### src/rtl/mbx_pkg.sv
package mbx_pkg;

  typedef struct packed {
    logic cs_n;
    logic oe_n;
    logic we_n;
  } port_ctl_t;

  function automatic logic ctl_is_write(port_ctl_t c);
    return (c.cs_n == 1'b0) && (c.we_n == 1'b0);
  endfunction

  function automatic logic ctl_is_fetch(port_ctl_t c);
    return (c.cs_n == 1'b0) && (c.oe_n == 1'b0);
  endfunction

  // mailbox index 0 sits one below the top address, index 1 at the top
  function automatic int unsigned box_address(int unsigned aw, int unsigned idx);
    return (32'd1 << aw) - 32'd2 + idx;
  endfunction

endpackage

### src/rtl/mbx_decode.sv
module mbx_decode
  import mbx_pkg::*;
#(
  parameter int unsigned ADDR_W = 14,
  parameter int unsigned N_BOX  = 2
) (
  input  port_ctl_t         ctl,
  input  logic [ADDR_W-1:0] addr,
  output logic [N_BOX-1:0]  wr_box,
  output logic [N_BOX-1:0]  rd_box
);

  logic is_wr;
  logic is_rd;

  assign is_wr = ctl_is_write(ctl);
  assign is_rd = ctl_is_fetch(ctl);

  for (genvar g = 0; g < N_BOX; g++) begin : g_box
    localparam logic [ADDR_W-1:0] BOX_A = ADDR_W'(box_address(ADDR_W, g));
    logic hit;
    assign hit       = (addr == BOX_A);
    assign wr_box[g] = hit && is_wr;
    assign rd_box[g] = hit && is_rd;
  end

endmodule

### src/rtl/mbx_flag.sv
module mbx_flag (
  input  logic clk,
  input  logic rst_n,
  input  logic en,
  input  logic set_ev,
  input  logic clr_ev,
  output logic active
);

  logic nxt;

  always_comb begin
    nxt = active;
    if (!en)         nxt = 1'b0;
    else if (set_ev) nxt = 1'b1;
    else if (clr_ev) nxt = 1'b0;
  end

  always_ff @(posedge clk) begin
    if (!rst_n) active <= 1'b0;
    else        active <= nxt;
  end

  assert_set_R8: assert property (@(posedge clk) disable iff (!rst_n)
    (en && set_ev) |=> active);

  assert_clear_R5: assert property (@(posedge clk) disable iff (!rst_n)
    (en && clr_ev && !set_ev) |=> !active);

  assert_hold_R10: assert property (@(posedge clk) disable iff (!rst_n)
    (en && !set_ev && !clr_ev) |=> $stable(active));

  assert_off_R9: assert property (@(posedge clk) disable iff (!rst_n)
    (!en) |=> !active);

endmodule

### src/rtl/mbox_irq_ctrl.sv
module mbox_irq_ctrl
  import mbx_pkg::*;
#(
  parameter int unsigned ADDR_W = 14
) (
  input  logic              clk,
  input  logic              rst_n,
  input  logic              irq_en,
  input  logic              lt_cs_n,
  input  logic              lt_oe_n,
  input  logic              lt_we_n,
  input  logic [ADDR_W-1:0] lt_addr,
  input  logic              rt_cs_n,
  input  logic              rt_oe_n,
  input  logic              rt_we_n,
  input  logic [ADDR_W-1:0] rt_addr,
  output logic              lt_irq_n,
  output logic              rt_irq_n
);

  localparam int unsigned N_BOX = 2;
  localparam int unsigned BOX_LT = 0;
  localparam int unsigned BOX_RT = 1;

  port_ctl_t lt_ctl, rt_ctl;
  logic [N_BOX-1:0] lt_wr, lt_rd, rt_wr, rt_rd;
  logic lt_act, rt_act;

  // named events, visible to assertions
  logic lt_set_ev, lt_clr_ev, rt_set_ev, rt_clr_ev;

  assign lt_ctl = '{cs_n: lt_cs_n, oe_n: lt_oe_n, we_n: lt_we_n};
  assign rt_ctl = '{cs_n: rt_cs_n, oe_n: rt_oe_n, we_n: rt_we_n};

  mbx_decode #(.ADDR_W(ADDR_W), .N_BOX(N_BOX)) u_dec_lt (
    .ctl(lt_ctl), .addr(lt_addr), .wr_box(lt_wr), .rd_box(lt_rd));

  mbx_decode #(.ADDR_W(ADDR_W), .N_BOX(N_BOX)) u_dec_rt (
    .ctl(rt_ctl), .addr(rt_addr), .wr_box(rt_wr), .rd_box(rt_rd));

  assign lt_set_ev = rt_wr[BOX_LT];
  assign lt_clr_ev = lt_rd[BOX_LT];
  assign rt_set_ev = lt_wr[BOX_RT];
  assign rt_clr_ev = rt_rd[BOX_RT];

  mbx_flag u_flag_lt (
    .clk(clk), .rst_n(rst_n), .en(irq_en),
    .set_ev(lt_set_ev), .clr_ev(lt_clr_ev), .active(lt_act));

  mbx_flag u_flag_rt (
    .clk(clk), .rst_n(rst_n), .en(irq_en),
    .set_ev(rt_set_ev), .clr_ev(rt_clr_ev), .active(rt_act));

  assign lt_irq_n = ~lt_act;
  assign rt_irq_n = ~rt_act;

  assert_reset_R1: assert property (@(posedge clk)
    (!rst_n) |=> (lt_irq_n && rt_irq_n));

  assert_own_write_R7: assert property (@(posedge clk) disable iff (!rst_n)
    (irq_en && lt_irq_n && !lt_set_ev && !lt_cs_n && !lt_we_n) |=> lt_irq_n);

  assert_cross_write_R3: assert property (@(posedge clk) disable iff (!rst_n)
    (irq_en && !lt_cs_n && !lt_we_n && lt_addr == ADDR_W'(box_address(ADDR_W, BOX_RT)))
      |=> !rt_irq_n);

endmodule

### config.mk
export PLATFORM = sky130hd
export DESIGN_NAME = mbox_irq_ctrl
export DESIGN_NICKNAME = d
export VERILOG_FILES = /design/src/rtl/mbx_pkg.sv /design/src/rtl/mbx_decode.sv /design/src/rtl/mbx_flag.sv /design/src/rtl/mbox_irq_ctrl.sv
export SDC_FILE = /design/constraint.sdc
export NUM_CORES = 1
export LEC_CHECK = 0
export BUFFER_PORTS_ARGS = -buffer_cell sky130_fd_sc_hd__buf_2
export CAP_MARGIN = 20
export CORE_AREA = 2 2 39 41
export CTS_BUF_LIST = sky130_fd_sc_hd__clkbuf_16
export DETAILED_ROUTE_END_ITERATION = 10
export DIE_AREA = 0 0 41 43
export SETUP_SLACK_MARGIN = 0.4
export SYNTH_ARGS = -nofsm -noshare
export SYNTH_HDL_FRONTEND = slang
export SYNTH_SLANG_ARGS = --single-unit
### constraint.sdc
create_clock -name clk -period 2.8 [get_ports clk]
set_input_delay 0.56 -clock clk [delete_from_list [all_inputs] [get_ports clk]]
set_output_delay 0.56 -clock clk [all_outputs]
set_load 0.01 [all_outputs]
==> impl_metrics.py <==
metrics = {
    "status": {
        "outcome": "complete, no violations",
    },
    "clock_tree": {
        "cts_max_level": 1,
        "root_buffer": "clkbuf_16",
        "cts_tree": "done",
        "post_cts_buffers": 0,
        "clk_path_buf_depth": 2,
        "ctsResizeCount": 0,
        "ctsHoldBuffers": 0,
        "cts_made_buffers": 3,
        "cts.sinks": 2,
        "path_clk_slew_ns": 0.03,
        "clk_latency_ns": 0.22,
    },
    "timing": {
        "min_period_over_period_pct": 48.3,
        "setup_viol_count_final": 0,
        "timing.fmax_mhz": 740,
        "whs_ns": 0.485,
        "fin_crit_ns": 1.35,
        "finalHoldViolCount": 0,
        "clock_skew_ns": 0,
        "final-max-slew-violation-count": 0,
        "fin_setup_tns_ns": 0,
        "rsz0062_at_grt": "no",
        "tightestPinTransition_ns": 0.319,
        "slew_headroom_pct": 78.5,
    },
    "setup_path": {
        "worst_setup_path_start_kind": "primary input",
        "critPathKind": "primary input to flop",
        "crit_fanout": 2,
        "cp.required_ns": 2.91,
        "arrival_ns": 1.46,
        "rrSetupSlack_ns": 2.06,
        "end_kind": "flop",
    },
    "global_route": {
        "grt_pass1_vias": 334,
        "grt_overflow": 0,
        "grt_start_max_net_pins": 5,
        "grt_pass1_wl_mm": 1.16,
        "antenna_found_initial": 0,
        "grt_use_total_pct": 10.3,
    },
    "place": {
        "dp.cells": 78,
        "place.gp.congestion": 0.619,
        "place_area_um2": 385,
        "port_buffers": 38,
    },
    "power": {
        "leakagePower_nw": 0.238,
        "totalPowerFinal_mw": 0.272,
        "vdd_drop_max_mv": 0.310,
        "power_density_nw_per_um2": 591,
    },
    "finish": {
        "regArea_um2": 40.0,
        "fillers": 155,
        "area_growth_pct": 163,
        "n_antenna_cell": 0,
        "final-instance-count-excl-fill": 81,
        "drive_gt1_share_pct": 64.6,
        "finalNetCount": 104,
        "fin_area_um2": 460,
        "layout_common_cells": "38 x buf_2, 6 x nand4_1, 3 x clkbuf_16",
        "multiInputGateArea_um2": 128,
        "final_common_cell": "buf_2",
    },
    "route": {
        "drc_errors": 0,
        "post_drt_via_cell_ratio": 4.26,
        "drt_iter0_markers": 5,
        "drt_wl_total_um": 746,
        "vias": 345,
        "drt_pass1_iterations": 3,
        "detail-route-antenna-nets": 0,
        "post_drt_wl_per_cell_um": 9.21,
    },
    "synth": {
        "synth_seq_area_share_pct": 22.9,
        "syn_inst": 24,
        "ys_warn_count": 0,
        "synthesis.area_um2": 175,
        "yosysTopAreaCell": "dfxtp_1",
        "synth_top_area_share_pct": 22.9,
        "synth_nets": 61,
        "ys_ff_latch": 2,
        "syn_avg_cell_area_um2": 7.30,
        "synth_cell_types": 15,
        "synth_area_leaders": "dfxtp_1 23%, nand4_1 21%, nor4_2 7.1%",
    },
    "floorplanning": {
        "rows": 14,
        "fp.dieH_um": 43,
        "initial_core_util_pct": 12.7,
        "die_area_um2": 1760,
        "core_area_um2": 1380,
        "io_pins": 39,
        "die_w_um": 41,
    },
    "flow_run": {
        "cap_violations": 0,
    },
    "min_path": {
        "hold_class": "flop to flop",
    },
}
[where the power goes]
part | switching (mW) | internal (mW)
clock | 0.0322 | 0.182
sequential | 0.000000137 | 0.0287
combinational | 0.00990 | 0.0199
total | 0.0421 | 0.230
[stage by stage]
stage          utilization (%)  setup WS, ns
6_report                  33.3          1.45
4_1_cts                   33.3          1.43
2_1_floorplan                -          1.40
5_1_grt                   33.3          1.39
3_5_place_dp              27.8          1.21
3_3_place_gp              27.8          1.22
[state kept, by name, indices dropped and copies added (netlist names)]
signal / flops
u_flag_rt.active: 1
u_flag_lt.active: 1
[synth_stat cells]
| library cell | number |
|---|---|
| nand2_1 | 1 |
| inv_1 | 2 |
| dfxtp_1 | 2 |
| o21ai_0 | 1 |
| nor4_2 | 1 |
| nand4_1 | 6 |
| nand4b_1 | 1 |
| nor2b_1 | 1 |
| nor4_1 | 1 |
| a41o_1 | 1 |
| a21oi_1 | 1 |
| and3b_1 | 1 |
| nor2_1 | 2 |
| nand3_1 | 2 |
| nand2b_1 | 1 |
[worst max-delay path, stage by stage]
cell and delay (ns):
buf_2 0.09, nand4b_1 0.16, nor4_2 0.31, a21oi_1 0.11, a41o_1 0.21
[logic make-up (layout without fill, tap and decap cells)]
logic type / Yosys count / count (layout) / synth area share (%)
AND/OR/NAND/NOR: 17 / 17 / 61.4
AO/OA/AOI/OAI: 3 / 3 / 11.4
flip-flops: 2 / 2 / 22.9
buffers and inverters: 2 / 43 / 4.29
[cell type report]
type	instances	share of cell area (%)
timing repair buffer	38	41.3
multi-input combinational	20	27.7
clock buffer	3	16.3
sequential	2	8.70
tap	16	4.35
inverter	2	1.63
[routing by layer]
metal  wire length (um)  vias to the layer above  global-route usage, %  part of all wire [%]
met1                266                      138                   9.27                    36
met3                134                        0                   3.66                    18
met4                  0                        0                   10.0                     0
li1                   -                      178                      -                     -
met2                345                       29                   16.3                    46
met5                  0                        -                      0                     0
[worst paths after layout]
path | depth (start not counted) | from | endpoint
min | 2 | u_flag_rt.active | u_flag_rt.active
min reg2reg | 2 | u_flag_rt.active | u_flag_rt.active
max | 5 | lt_cs_n | u_flag_lt.active
max reg2reg | 3 | u_flag_lt.active | u_flag_lt.active
(Power assumes the default switching activity.)
